## src/rtl/utx_trim_pkg.sv

```systemverilog
package utx_trim_pkg;
  localparam int MAX_SLOTS = 12;
  localparam int SLOT_IW   = 4;
  localparam int TRIM_W    = 2 * MAX_SLOTS;
  localparam int SUB_W     = 5;

  typedef enum logic [1:0] {
    TRIM_KEEP  = 2'd0,
    TRIM_LONG  = 2'd1,
    TRIM_NOP   = 2'd2,
    TRIM_SHORT = 2'd3
  } trim_code_e;

  // number of sub-ticks that one slot lasts for a given trim code
  function automatic logic [SUB_W-1:0] subticks_for(input logic [1:0] code);
    case (trim_code_e'(code))
      TRIM_LONG:  return SUB_W'(17);
      TRIM_SHORT: return SUB_W'(15);
      default:    return SUB_W'(16);
    endcase
  endfunction

  // start + data + optional parity + stops
  function automatic logic [SLOT_IW-1:0] frame_slots(input logic [1:0] dl,
                                                     input logic       stop2,
                                                     input logic [2:0] pm);
    return SLOT_IW'(7) + {2'b00, dl} + {3'b000, pm[2]} + {3'b000, stop2};
  endfunction

  function automatic logic parity_bit(input logic [7:0] d, input logic [1:0] dl,
                                      input logic [2:0] pm);
    logic [7:0] mask;
    logic       ones;
    case (dl)
      2'd0:    mask = 8'h1F;
      2'd1:    mask = 8'h3F;
      2'd2:    mask = 8'h7F;
      default: mask = 8'hFF;
    endcase
    ones = ^(d & mask);
    case (pm)
      3'd4:    return ~ones;
      3'd5:    return ones;
      3'd6:    return 1'b1;
      default: return 1'b0;
    endcase
  endfunction

  // line level for every slot index; unused trailing slots stay high
  function automatic logic [MAX_SLOTS-1:0] frame_pattern(input logic [7:0] d,
                                                         input logic [1:0] dl,
                                                         input logic [2:0] pm,
                                                         input logic       brk);
    logic [MAX_SLOTS-1:0] v;
    int nd;
    nd = int'(dl) + 5;
    v  = '1;
    v[0] = 1'b0;
    for (int i = 0; i < 8; i++) begin
      if (i < nd) v[1+i] = d[i];
    end
    if (pm[2]) v[nd+1] = parity_bit(d, dl, pm);
    if (brk) v = '0;
    return v;
  endfunction
endpackage

```

## src/rtl/utx_subtick_gen.sv

```systemverilog
module utx_subtick_gen #(
  parameter int DIV_W = 12
) (
  input  logic             clk,
  input  logic             rst_n,
  input  logic             run,
  input  logic             clear,
  input  logic [DIV_W-1:0] div,
  output logic             tick
);
  logic [DIV_W-1:0] cnt;

  assign tick = run && (cnt == div);

  always_ff @(posedge clk) begin
    if (!rst_n)      cnt <= '0;
    else if (clear)  cnt <= '0;
    else if (run)    cnt <= tick ? '0 : cnt + DIV_W'(1);
  end

  // the prescaler never runs past the latched divisor
  p_div_range_r3: assert property (@(posedge clk) disable iff (!rst_n)
    run |-> (cnt <= div));
endmodule

```

## src/rtl/utx_slot_timer.sv

```systemverilog
module utx_slot_timer
  import utx_trim_pkg::*;
(
  input  logic       clk,
  input  logic       rst_n,
  input  logic       clear,
  input  logic       tick,
  input  logic [1:0] code,
  output logic       slot_end
);
  logic [SUB_W-1:0] sub_cnt;
  logic [SUB_W-1:0] slot_len;

  assign slot_len = subticks_for(code);
  assign slot_end = tick && (sub_cnt == slot_len - SUB_W'(1));

  always_ff @(posedge clk) begin
    if (!rst_n)      sub_cnt <= '0;
    else if (clear)  sub_cnt <= '0;
    else if (tick)   sub_cnt <= slot_end ? '0 : sub_cnt + SUB_W'(1);
  end

  // a slot always closes after 15, 16 or 17 sub-ticks
  p_slot_len_r4: assert property (@(posedge clk) disable iff (!rst_n)
    slot_end |-> (sub_cnt >= SUB_W'(14) && sub_cnt <= SUB_W'(16)));
  p_sub_bound_r4: assert property (@(posedge clk) disable iff (!rst_n)
    sub_cnt <= SUB_W'(16));
endmodule

```

## src/rtl/utx_frame_seq.sv

```systemverilog
module utx_frame_seq
  import utx_trim_pkg::*;
(
  input  logic                 clk,
  input  logic                 rst_n,
  input  logic                 accept,
  input  logic [MAX_SLOTS-1:0] pattern_in,
  input  logic [SLOT_IW-1:0]   nslots_in,
  input  logic                 slot_end,
  output logic                 tx,
  output logic                 busy,
  output logic [SLOT_IW-1:0]   slot_idx
);
  logic [MAX_SLOTS-1:0] pattern_q;
  logic [SLOT_IW-1:0]   nslots_q;
  logic                 last_slot;

  assign last_slot = (slot_idx == nslots_q - SLOT_IW'(1));

  always_ff @(posedge clk) begin
    if (!rst_n) begin
      pattern_q <= '1;
      nslots_q  <= '0;
      slot_idx  <= '0;
      tx        <= 1'b1;
      busy      <= 1'b0;
    end else if (accept) begin
      pattern_q <= pattern_in;
      nslots_q  <= nslots_in;
      slot_idx  <= '0;
      tx        <= pattern_in[0];
      busy      <= 1'b1;
    end else if (busy && slot_end) begin
      if (last_slot) begin
        busy     <= 1'b0;
        tx       <= 1'b1;
        slot_idx <= '0;
      end else begin
        slot_idx <= slot_idx + SLOT_IW'(1);
        tx       <= pattern_q[slot_idx + SLOT_IW'(1)];
      end
    end
  end

  // every frame opens with a low start slot
  p_start_low_r5: assert property (@(posedge clk) disable iff (!rst_n)
    $rose(busy) |-> !tx);
  // line is high whenever no frame is in flight
  p_idle_high_r10: assert property (@(posedge clk) disable iff (!rst_n)
    !busy |-> tx);
  // busy only drops at the close of a slot
  p_end_on_slot_r10: assert property (@(posedge clk) disable iff (!rst_n)
    $fell(busy) |-> $past(slot_end));
  // the slot index never reaches the configured frame length
  p_slot_bound_r8: assert property (@(posedge clk) disable iff (!rst_n)
    busy |-> (slot_idx < nslots_q));
endmodule

```

## src/rtl/utx_trim_top.sv

```systemverilog
module utx_trim_top
  import utx_trim_pkg::*;
#(
  parameter int DIV_W = 12
) (
  input  logic              clk,
  input  logic              rst_n,
  input  logic [DIV_W-1:0]  divisor,
  input  logic [1:0]        data_len,
  input  logic              stop_two,
  input  logic [2:0]        parity_mode,
  input  logic [TRIM_W-1:0] trim_word,
  input  logic              send_break,
  input  logic              in_valid,
  input  logic [7:0]        in_data,
  output logic              in_ready,
  output logic              tx,
  output logic              busy
);
  logic                 accept;
  logic [DIV_W-1:0]     div_q;
  logic [TRIM_W-1:0]    trim_q;
  logic                 tick;
  logic                 slot_end;
  logic [SLOT_IW-1:0]   slot_idx;
  logic [1:0]           cur_code;
  logic [MAX_SLOTS-1:0] pattern_now;
  logic [SLOT_IW-1:0]   nslots_now;

  assign in_ready    = !busy;
  assign accept      = in_valid && in_ready;
  assign pattern_now = frame_pattern(in_data, data_len, parity_mode, send_break);
  assign nslots_now  = frame_slots(data_len, stop_two, parity_mode);
  assign cur_code    = trim_q[{slot_idx, 1'b0} +: 2];

  always_ff @(posedge clk) begin
    if (!rst_n) begin
      div_q  <= '0;
      trim_q <= '0;
    end else if (accept) begin
      div_q  <= divisor;
      trim_q <= trim_word;
    end
  end

  utx_subtick_gen #(.DIV_W(DIV_W)) u_subtick (
    .clk   (clk),
    .rst_n (rst_n),
    .run   (busy),
    .clear (accept),
    .div   (div_q),
    .tick  (tick)
  );

  utx_slot_timer u_slot_timer (
    .clk      (clk),
    .rst_n    (rst_n),
    .clear    (accept),
    .tick     (tick),
    .code     (cur_code),
    .slot_end (slot_end)
  );

  utx_frame_seq u_frame_seq (
    .clk        (clk),
    .rst_n      (rst_n),
    .accept     (accept),
    .pattern_in (pattern_now),
    .nslots_in  (nslots_now),
    .slot_end   (slot_end),
    .tx         (tx),
    .busy       (busy),
    .slot_idx   (slot_idx)
  );

  // an accepted request makes the block busy on the next cycle
  p_accept_busy_r2: assert property (@(posedge clk) disable iff (!rst_n)
    (in_valid && in_ready) |=> busy);
  // the latched divisor does not move during a frame
  p_div_hold_r2: assert property (@(posedge clk) disable iff (!rst_n)
    (busy && $past(busy)) |-> $stable(div_q));
endmodule

```

## config.mk

```make
export PLATFORM = sky130hd
export DESIGN_NAME = utx_trim_top
export DESIGN_NICKNAME = d
export VERILOG_FILES = /design/src/rtl/utx_trim_pkg.sv /design/src/rtl/utx_subtick_gen.sv /design/src/rtl/utx_slot_timer.sv /design/src/rtl/utx_frame_seq.sv /design/src/rtl/utx_trim_top.sv
export SDC_FILE = /design/constraint.sdc
export NUM_CORES = 1
export LEC_CHECK = 0
export BUFFER_PORTS_ARGS = -buffer_cell sky130_fd_sc_hd__buf_2
export CORE_MARGIN = 1
export CORE_UTILIZATION = 62
export DETAILED_ROUTE_END_ITERATION = 16
export MAX_ROUTING_LAYER = met4
export PLACE_DENSITY = 0.95
export SYNTH_ARGS = -nofsm -noshare
export SYNTH_HDL_FRONTEND = slang
export SYNTH_HIERARCHICAL = 1
export SYNTH_SLANG_ARGS = --single-unit
```

## constraint.sdc

```tcl
create_clock -name clk -period 4.75 [get_ports clk]
set_input_delay 0.2375 -clock clk [delete_from_list [all_inputs] [get_ports clk]]
set_output_delay 0.2375 -clock clk [all_outputs]
set_load 0.05 [all_outputs]
```

==> flow_metrics.tcl, run 1 <==
set metrics [dict create \
    report.final.hold_viol_count 0 \
    boundaryPins 57 \
    timing.hold.worst.start "trim_word[21]" \
    std_cell_rows 28 \
    last_weighted_congestion_value_of_the_routability_driven_placer 0.846 \
    power_uw 1430 \
    pwr-share-comb_pct 15.0 \
    syn-mean-instance-area_um2 9.01 \
    holdBufCountCts 0 \
    critPathBufInv 0 \
    dr.pass1.iters 5 \
    worstPathArrival_ns 3.55 \
    internal_power_uw 1040 \
    skew_ns 0.0112 \
    max_cap_viol_count 0 \
    unrepaired_setup_endpoints_after_global_routing "false" \
    cts.clk_slew.worst_paths_ns 0.08 \
    gr-usage-all-layers_pct 30.4 \
    syn-cell-area_um2 4020 \
    layout-drive-gt1-share_pct 21.3 \
    core_area_um2 6100 \
    cts-root-buf "sky130_fd_sc_hd__clkbuf_8" \
    average_detailed_routed_wire_length_per_instance_um 16.1 \
    detail_route.iter0.violations 179 \
    max_stage_delay_ns 0.81 \
    place.port_buffers 56 \
    syn-instance-count 446 \
    post-route-min-period_ns 3.26 \
    htree_num_levels 3 \
    clock-sinks 75 \
    power.net_switching_uw 388 \
    synth.net_count 509 \
    globalRouteMet3Util_pct 6.81 \
    clk-insertion-delay-late_ns 0.36 \
    synth_warnings 6 \
    fp.dieH_um 82.5 \
    initial_antenna_violation_count 0 \
    cts.repair_timing.setup_buffer_count 0 \
    holdCritPathClass "in2reg" \
    clock_tree.buffer_depth 2 \
    cpLargestDelayFamily "simple AND/OR/NAND/NOR gates" \
    initial_cell_density_of_the_core_pct 65.9 \
    worstMarginPinSlew_ns 1.05 \
    postSynthRegisterBits 75 \
    cpMaxStageDelayCell "sky130_fd_sc_hd__dfxtp_1" \
    min_period_over_period_pct 68.7 \
    area_growth_syn_to_layout_pct 12.5 \
    synth_enable_flop_cells 0 \
    peakVddDrop_uv 267 \
    design.final.nets 555 \
    fillers 414 \
    max_slew_margin_pct 29.8 \
    cp_cell_sequence "mux4_2, mux2i_1, o21ai_0, or3_1, a21oi_1, and2_1, nand2_1, or3_1, a21oi_1" \
    synthDistinctLibCells 63 \
    clock_power_share_pct 37.0 \
    p_per_area_nw_per_um2 317 \
    die-area_um2 6800 \
    grt_util_met2_pct 51.2 \
    cts_tree "done" \
    drc 0 \
    insertedDiodeCount 0 \
    run_status "complete, no violations" \
    number_of_global_route_vias_before_repair 3277 \
    worst_setup_path_start_kind "flip-flop" \
    final-setup-viol-count 0 \
    wire_length_of_the_first_global_routing_pass_um 14800 \
    leading_register_cell_type_out_of_synthesis "sky130_fd_sc_hd__dfxtp_1" \
    share_of_total_power_consumed_by_net_switching_pct 27.2 \
    r2r_start "u_frame_seq/slot_idx[0]" \
    mostFrequentLayoutCell "sky130_fd_sc_hd__nand2_1" \
    static-leakage-power_uw 0.00178 \
    postRouteAntennaNets 0 \
    critPathLaunch "u_frame_seq/slot_idx[0]" \
    dr_total_vias 3413 \
    maxClockFrequency_mhz 306 \
    kind_of_capture_point_of_the_worst_setup_path "flip-flop" \
    tritoncts.num_buffers 9 \
    timing.final.max_slew_violations 0 \
    grt_most_used_layer "met2" \
    grt_use_met1_pct 34.4 \
    tns_ns 0 \
    timing.critical_path.fanout_max 16 \
    overall_die_width_um 82.5 \
    path_class "reg2reg" \
    place.detailed.hpwl_um 6110 \
    p_seq_share_pct 48.0 \
    worst_ep_required_ns 5.03 \
    share_of_flip_flops_with_an_asynchronous_set_or_reset_pct 0 \
    grt_max_degree 58 \
    overflow 0 \
    wirelength_um 9190 \
    postCtsResizedCells 0 \
    synth_sequential_area_ratio_pct 37.4 \
    final_cell_mix "sky130_fd_sc_hd__nand2_1 (102), sky130_fd_sc_hd__dfxtp_1 (75), sky130_fd_sc_hd__buf_2 (56)" \
    routed_via_density 5.97 \
]
registers in the layout (all words and copies together) (netlist names):
| name | cells |
|---|---|
| u_frame_seq/pattern_q | 12 |
| trim_q | 24 |
| u_subtick/cnt | 12 |
| u_frame_seq/nslots_q | 4 |
| div_q | 12 |
| u_frame_seq/slot_idx | 4 |
| u_frame_seq/busy | 1 |
| u_slot_timer/sub_cnt | 5 |
| u_frame_seq/tx | 1 |
power by group through the flow:
stage / combinational (uW) / sequential [uW] / clock (uW)
global route: 234 / 689 / 566
floorplan: 150 / 695 / 0
finish: 214 / 686 / 530
global placement: 197 / 698 / 0
CTS: 213 / 685 / 536
detailed placement: 207 / 699 / 0
synth_stat cells, drive strengths merged (3+ instances only):
master	instances	area share, %
nand4	7	1.1
mux4	8	4.5
a21boi	36	6.7
o211ai	3	0.56
and2	5	0.90
o21ai	7	0.87
nand2	103	9.7
xnor2	18	4.1
dfxtp	75	37
a21oi	6	0.84
or3	4	0.62
nor2	9	0.90
nor3	13	1.6
ha	8	2.5
clkbuf	14	1.3
nand3	12	1.6
a31oi	6	0.93
o31ai	5	0.93
and3	4	0.75
nand3b	4	0.75
inv	14	1.3
buf	9	1.3
nor2b	11	1.7
mux2i	19	4.7
xor2	16	4.0
worst register-to-register path: stages (launching register included):
cell and delay (ns):
sky130_fd_sc_hd__dfxtp_1 0.81, sky130_fd_sc_hd__mux4_2 0.60, sky130_fd_sc_hd__mux2i_1 0.13, sky130_fd_sc_hd__o21ai_0 0.10, sky130_fd_sc_hd__or3_1 0.34, sky130_fd_sc_hd__a21oi_1 0.23, sky130_fd_sc_hd__and2_1 0.20, sky130_fd_sc_hd__nand2_1 0.20
sky130_fd_sc_hd__or3_1 0.45, sky130_fd_sc_hd__a21oi_1 0.14
layout make-up:
class	instances	area, um2	area share (%)
Clock buffer	12	165	3.66
Clock inverter	4	55.1	1.22
Inverter	14	52.6	1.16
Multi-Input combinational cell	334	2350	52.1
Sequential cell	75	1500	33.2
Tap cell	75	93.8	2.08
Timing Repair Buffer	58	295	6.54
per-layer routing:
layer  vias to the layer above  part of all wire (%)
met3                        37                   4.6
met5                         -                     0
met1                      1624                    41
met2                       120                    50
li1                       1632                     -
met4                         0                   3.7
final timing paths:
kind	depth (start not counted)	slack [ns]	end
setup / recovery	9	1.49	u_frame_seq/slot_idx[3]
hold reg to reg	2	0.47	trim_q[2]
setup reg to reg	9	1.49	u_frame_seq/slot_idx[3]
hold / removal	3	0.12	trim_q[21]
through the flow:
step                cells  cell area [um2]  util (%)  hold slack, ns  setup WS (ns)
floorplan             446             4020         -           0.382           1.85
global placement      556             4300      70.5           0.440           1.64
detailed placement    556             4300      70.5           0.448           1.54
CTS                   572             4520      74.1           0.110           1.51
global route          572             4520      74.1           0.127           1.13
finish                572             4520      74.1           0.118           1.49
cells by family after synthesis:
logic type      share of synthesized area (%)
simple gates                             22.6
xor+xnor                                 9.22
buf+inv                                  3.99
flops                                    37.4
fa+ha+maj                                2.99
compound gates                           14.2
mux                                      9.50
other cells                            0.0934
Power figures use the tool's default switching activity.
==> run 2, diff against run 1 <==
- CORE_UTILIZATION: 62 -> 57
- PLACE_DENSITY: 0.95 -> 0.91
- clock period: 4.75 -> 3.1 ns (I/O delays scaled with it)
==> flow_metrics.tcl, run 2 (synthesized netlist as in run 1, its figures left out) <==
set metrics [dict create \
    post-route-min-period_ns 2.82 \
    dr.pass1.iters 5 \
    kind_of_capture_point_of_the_worst_setup_path "flip-flop" \
    final-setup-viol-count 0 \
    fillers 527 \
    timing.critical_path.fanout_max 8 \
    area_of_combinational_cells_with_multiple_inputs_um2 2350 \
    worstMarginPinSlew_ns 0.623 \
    skew_ns 0.00704 \
    std_cell_rows 30 \
    peakVddDrop_uv 333 \
    initial_antenna_violation_count 0 \
    overall_die_width_um 85.9 \
    p_seq_share_pct 49.6 \
    core_area_um2 6790 \
    final_cell_mix "sky130_fd_sc_hd__nand2_1 (102), sky130_fd_sc_hd__dfxtp_1 (74), sky130_fd_sc_hd__buf_2 (56)" \
    pwr-share-comb_pct 15.4 \
    path_class "reg2reg" \
    p_per_area_nw_per_um2 463 \
    wire_length_of_the_first_global_routing_pass_um 14700 \
    fp.dieH_um 85.9 \
    place.port_buffers 56 \
    drc 0 \
    last_weighted_congestion_value_of_the_routability_driven_placer 0.889 \
    average_detailed_routed_wire_length_per_instance_um 14.4 \
    postRouteAntennaNets 0 \
    r2r_start "u_frame_seq/slot_idx[0]" \
    cts.clk_slew.worst_paths_ns 0.08 \
    report.final.hold_viol_count 0 \
    grt_use_met1_pct 32.9 \
    grt_max_degree 37 \
    sequential_cell_area_um2 1500 \
    static-leakage-power_uw 0.00179 \
    worst_ep_required_ns 3.37 \
    worstPathArrival_ns 3.10 \
    holdCritPathClass "in2reg" \
    clk-insertion-delay-late_ns 0.35 \
    grt_most_used_layer "met2" \
    overflow 0 \
    min_period_over_period_pct 91.0 \
    timing.final.max_slew_violations 0 \
    area_growth_syn_to_layout_pct 13.5 \
    worst_r2r_endpoint "u_frame_seq/slot_idx[3]" \
    htree_num_levels 3 \
    wirelength_um 8610 \
    tritoncts.num_buffers 9 \
    number_of_global_route_vias_before_repair 3145 \
    gr-usage-all-layers_pct 26.0 \
    boundaryPins 57 \
    clock-sinks 75 \
    grt_util_met2_pct 41.2 \
    die-area_um2 7390 \
    max_slew_margin_pct 58.4 \
    largest_register_ff_count 24 \
    insertedDiodeCount 0 \
    clock_power_share_pct 35.1 \
    cts-root-buf "sky130_fd_sc_hd__clkbuf_8" \
    regToRegSetupSlack_ns 0.28 \
    worstSetupEndpoint "u_frame_seq/slot_idx[3]" \
    run_status "complete, no violations" \
    design.final.nets 560 \
    globalRouteMet3Util_pct 5.00 \
    worst_setup_path_start_kind "flip-flop" \
    share_of_total_power_consumed_by_net_switching_pct 26.8 \
    unrepaired_setup_endpoints_after_global_routing "false" \
    dr_total_vias 3328 \
    cts_tree "done" \
    mostFrequentLayoutCell "sky130_fd_sc_hd__nand2_1" \
    power_uw 2110 \
    power.net_switching_uw 566 \
    tns_ns 0 \
    detail_route.iter0.violations 169 \
    routed_via_density 5.57 \
    place.detailed.hpwl_um 6300 \
    layout-drive-gt1-share_pct 22.1 \
    registers.top_by_ff_count "trim_q" \
    internal_power_uw 1550 \
    worst-r2r-cell-count 9 \
    initial_cell_density_of_the_core_pct 59.1 \
    cts.repair_timing.setup_buffer_count 0 \
    clock_tree.buffer_depth 2 \
    max_cap_viol_count 0 \
    maxClockFrequency_mhz 355 \
    critPathLaunch "u_frame_seq/slot_idx[0]" \
]
run 2: stage by stage:
step,utilization [%],setup slack [ns],instance area (um2),cells,hold slack [ns]
finish,67.1,0.279,4560,598,0.0478
global route,67.1,0.0863,4560,598,0.0492
CTS,67.1,0.164,4560,598,0.0411
detailed placement,64.2,0.188,4360,582,0.414
global placement,64.2,0.318,4360,582,0.403
floorplan,-,0.205,4020,446,0.300
run 2: how the worst min path moves through the flow:
| stage | start | endpoint | slack (ns) | cells past startpoint |
|---|---|---|---|---|
| 6_report | divisor[11] | div_q[11] | 0.05 | 3 |
| 5_1_grt | divisor[4] | div_q[4] | 0.05 | 3 |
| 4_1_cts | trim_word[17] | trim_q[17] | 0.04 | 3 |
| 3_5_place_dp | divisor[8] | div_q[8] | 0.41 | 3 |
| 3_3_place_gp | trim_word[9] | trim_q[9] | 0.40 | 3 |
| 2_1_floorplan | divisor[10] | div_q[10] | 0.30 | 2 |
run 2: repair_timing:
item | CTS | global route
endpoints found under the setup margin | 0 | 3
resized for setup | 0 | 1
hold buffers | 0 | 0
run 2: critical path: stages, from the launching register on:
cell and delay (ns):
sky130_fd_sc_hd__dfxtp_2 0.46, sky130_fd_sc_hd__mux4_2 0.54, sky130_fd_sc_hd__mux2i_1 0.15, sky130_fd_sc_hd__o21ai_0 0.11, sky130_fd_sc_hd__or3_1 0.35, sky130_fd_sc_hd__a21oi_1 0.23
sky130_fd_sc_hd__and2_1 0.20, sky130_fd_sc_hd__nand2_1 0.15, sky130_fd_sc_hd__or3_1 0.40, sky130_fd_sc_hd__a21oi_1 0.15
run 2: layout make-up:
class                      instances  share of cell area, %
clock buffer                      11                   3.10
clock inverter                     5                   1.15
inverter                          14                   1.15
multi-input combinational        334                   51.7
sequential                        75                   33.0
tap                               96                   2.64
timing repair buffer              63                   7.30
run 2: metal layers:
metal	routed length (um)	vias up
met2	4370	99
met1	3750	1580
met3	389	8
met5	0	-
met4	102	0
li1	-	1641
run 2: power by group through the flow:
| stage | registers (uW) | logic [uW] | clock network [uW] |
|---|---|---|---|
| 2_1_floorplan | 1060 | 229 | 0 |
| 3_3_place_gp | 1060 | 309 | 0 |
| 3_5_place_dp | 1070 | 323 | 0 |
| 4_1_cts | 1050 | 325 | 753 |
| 5_1_grt | 1050 | 358 | 807 |
| 6_report | 1050 | 324 | 741 |
==> run 3, diff against run 2 <==
- ABC_AREA: unset -> 1
- CORE_UTILIZATION: 57 -> 58
- PLACE_DENSITY: 0.91 -> 0.92
==> flow_metrics.tcl, run 3 <==
set metrics [dict create \
    run_status "complete, no violations" \
    fillers 595 \
    clock-sinks 75 \
    design.final.nets 752 \
    largest_register_ff_count 24 \
    htree_num_levels 3 \
    overall_die_width_um 86.4 \
    final-instance-count-excl-fill 790 \
    tritoncts.num_buffers 9 \
    syn-instance-count 638 \
    peakVddDrop_uv 355 \
    post-synth-top-count-cell "sky130_fd_sc_hd__nor2_1" \
    syn-mean-instance-area_um2 6.47 \
    cts_tree "done" \
    boundaryPins 57 \
    registers.top_by_ff_count "trim_q" \
    grt_max_degree 41 \
    place.detailed.hpwl_um 6630 \
    fp.dieH_um 86.4 \
    dr_total_vias 4168 \
    worst_ep_required_ns 3.34 \
    clock_tree.buffer_depth 2 \
    die-area_um2 7460 \
    skew_ns 0.00915 \
    wirelength_um 9230 \
    timing.final.max_slew_violations 0 \
    synth.net_count 701 \
    min_period_over_period_pct 84.9 \
    worst_setup_path_start_kind "flip-flop" \
    syn-cell-area_um2 4130 \
    worstPathArrival_ns 2.87 \
    kind_of_capture_point_of_the_worst_setup_path "flip-flop" \
    path_class "reg2reg" \
    number_of_global_route_vias_before_repair 3946 \
    cts.clk_slew.worst_paths_ns 0.08 \
    cts-root-buf "sky130_fd_sc_hd__clkbuf_8" \
    max_slew_margin_pct 58.8 \
    post-place-cells 774 \
    place.port_buffers 56 \
    drc 0 \
    last_weighted_congestion_value_of_the_routability_driven_placer 0.877 \
    netlist.area_leader.share_pct 36.4 \
    timing.critical_path.fanout_max 14 \
    synth_warnings 6 \
    detail_route.iter0.violations 240 \
    holdBufCountCts 0 \
    final-setup-viol-count 0 \
    unrepaired_setup_endpoints_after_global_routing "false" \
    postRouteAntennaNets 0 \
    overflow 0 \
    sequential_cell_area_um2 1500 \
    maxClockFrequency_mhz 380 \
    average_detailed_routed_wire_length_per_instance_um 11.7 \
    finalInstanceArea_um2 4680 \
    p_per_area_nw_per_um2 474 \
    share_of_flip_flops_with_an_asynchronous_set_or_reset_pct 0 \
    synth_sequential_area_ratio_pct 36.4 \
    area_growth_syn_to_layout_pct 13.3 \
    synthDistinctLibCells 36 \
    insertedDiodeCount 0 \
    netlist_top_cells_count "sky130_fd_sc_hd__nor2_1 (135), sky130_fd_sc_hd__nand2_1 (124), sky130_fd_sc_hd__inv_1 (84), sky130_fd_sc_hd__dfxtp_1 (75), sky130_fd_sc_hd__o21ai_0 (65)" \
    routed_via_density 5.28 \
    final_cell_mix "sky130_fd_sc_hd__nor2_1 (135), sky130_fd_sc_hd__nand2_1 (124), sky130_fd_sc_hd__inv_1 (84)" \
    initial_antenna_violation_count 0 \
    synth.largest_area_cell "sky130_fd_sc_hd__dfxtp_1" \
    worstMarginPinSlew_ns 0.617 \
    static-leakage-power_uw 0.00226 \
    postSynthRegisterBits 75 \
    tns_ns 0 \
    area_of_combinational_cells_with_multiple_inputs_um2 2190 \
    holdCritPathClass "in2reg" \
    synth_enable_flop_cells 0 \
    core_area_um2 6830 \
    max_cap_viol_count 0 \
    report.final.hold_viol_count 0 \
    dr.pass1.iters 5 \
    clk-insertion-delay-late_ns 0.34 \
    postCtsResizedCells 0 \
    mostFrequentLayoutCell "sky130_fd_sc_hd__nor2_1" \
    gr-usage-all-layers_pct 27.2 \
    post-route-min-period_ns 2.63 \
    placedInstanceArea_um2 4460 \
    wire_length_of_the_first_global_routing_pass_um 15900 \
    initial_cell_density_of_the_core_pct 60.5 \
    cts.repair_timing.setup_buffer_count 0 \
    std_cell_rows 30 \
    leading_register_cell_type_out_of_synthesis "sky130_fd_sc_hd__dfxtp_1" \
    layout-drive-gt1-share_pct 14.1 \
    synth_top_cells_by_area "sky130_fd_sc_hd__dfxtp_1 (36%), sky130_fd_sc_hd__nor2_1 (12%), sky130_fd_sc_hd__nand2_1 (11%)" \
]
run 3: cell families (layout without fill, tap and decap cells):
logic type	Yosys count	count (layout)	share of synthesized area (%)
buf+inv	111	167	10.7
fa+ha+maj	9	9	2.91
other cells	1	1	0.0908
simple gates	323	323	32.7
flops	75	75	36.4
mux	2	2	0.485
compound gates	99	99	12.9
xor+xnor	18	18	3.82
run 3: area by class of cell:
cell class                      count  share of cell area [%]
Multi-Input combinational cell    452                    46.7
Sequential cell                    75                    32.1
Inverter                           91                    7.30
Timing Repair Buffer               60                    6.63
Clock buffer                       12                    3.10
Tap cell                           96                    2.57
Clock inverter                      4                    1.58
run 3: power breakdown:
group / total [uW] / internal (uW) / switching, uW
sequential: 1070 / 1030 / 41.5
combinational: 332 / 124 / 208
clock: 821 / 476 / 345
total: 2220 / 1620 / 595
run 3: worst paths after layout:
check / slack [ns] / start / to / cells past startpoint
setup / recovery: 0.47 / u_frame_seq/slot_idx[0] / u_frame_seq/busy / 15
setup reg to reg: 0.47 / u_frame_seq/slot_idx[0] / u_frame_seq/busy / 15
hold reg to reg: 0.46 / u_frame_seq/pattern_q[11] / u_frame_seq/pattern_q[11] / 2
hold / removal: 0.06 / trim_word[23] / trim_q[23] / 3
run 3: worst max-delay path: stages, from the launching register on:
cell and delay, ns:
sky130_fd_sc_hd__dfxtp_1 0.59, sky130_fd_sc_hd__clkinv_1 0.35, sky130_fd_sc_hd__nor2_1 0.16, sky130_fd_sc_hd__o32ai_1 0.09, sky130_fd_sc_hd__o21ai_0 0.15, sky130_fd_sc_hd__o21ai_0 0.11, sky130_fd_sc_hd__inv_1 0.07, sky130_fd_sc_hd__nand3_1 0.07
sky130_fd_sc_hd__nand2_1 0.08, sky130_fd_sc_hd__nand3_2 0.11, sky130_fd_sc_hd__inv_2 0.10, sky130_fd_sc_hd__nand2_1 0.19, sky130_fd_sc_hd__nor2_1 0.21, sky130_fd_sc_hd__nand3_1 0.10, sky130_fd_sc_hd__o211ai_1 0.09, sky130_fd_sc_hd__inv_1 0.06
run 3: metrics by stage:
stage | hold WS (ns) | utilization [%] | total power [uW] | setup slack, ns
floorplan | 0.291 | - | 1310 | 0.598
global placement | 0.405 | 65.3 | 1400 | 0.649
finish | 0.0572 | 68.5 | 2220 | 0.468
detailed placement | 0.413 | 65.3 | 1420 | 0.497
global route | 0.0560 | 68.5 | 2330 | 0.136
CTS | 0.0496 | 68.5 | 2230 | 0.480
run 3: per-layer routing:
layer  up-vias  wire, um  global-route usage, %
met2       100      4760                   49.7
met1      1935      3930                   28.7
met3        25       364                   5.05
met5         -         0                      -
met4         0       182                   11.7
li1       2108         -                      -
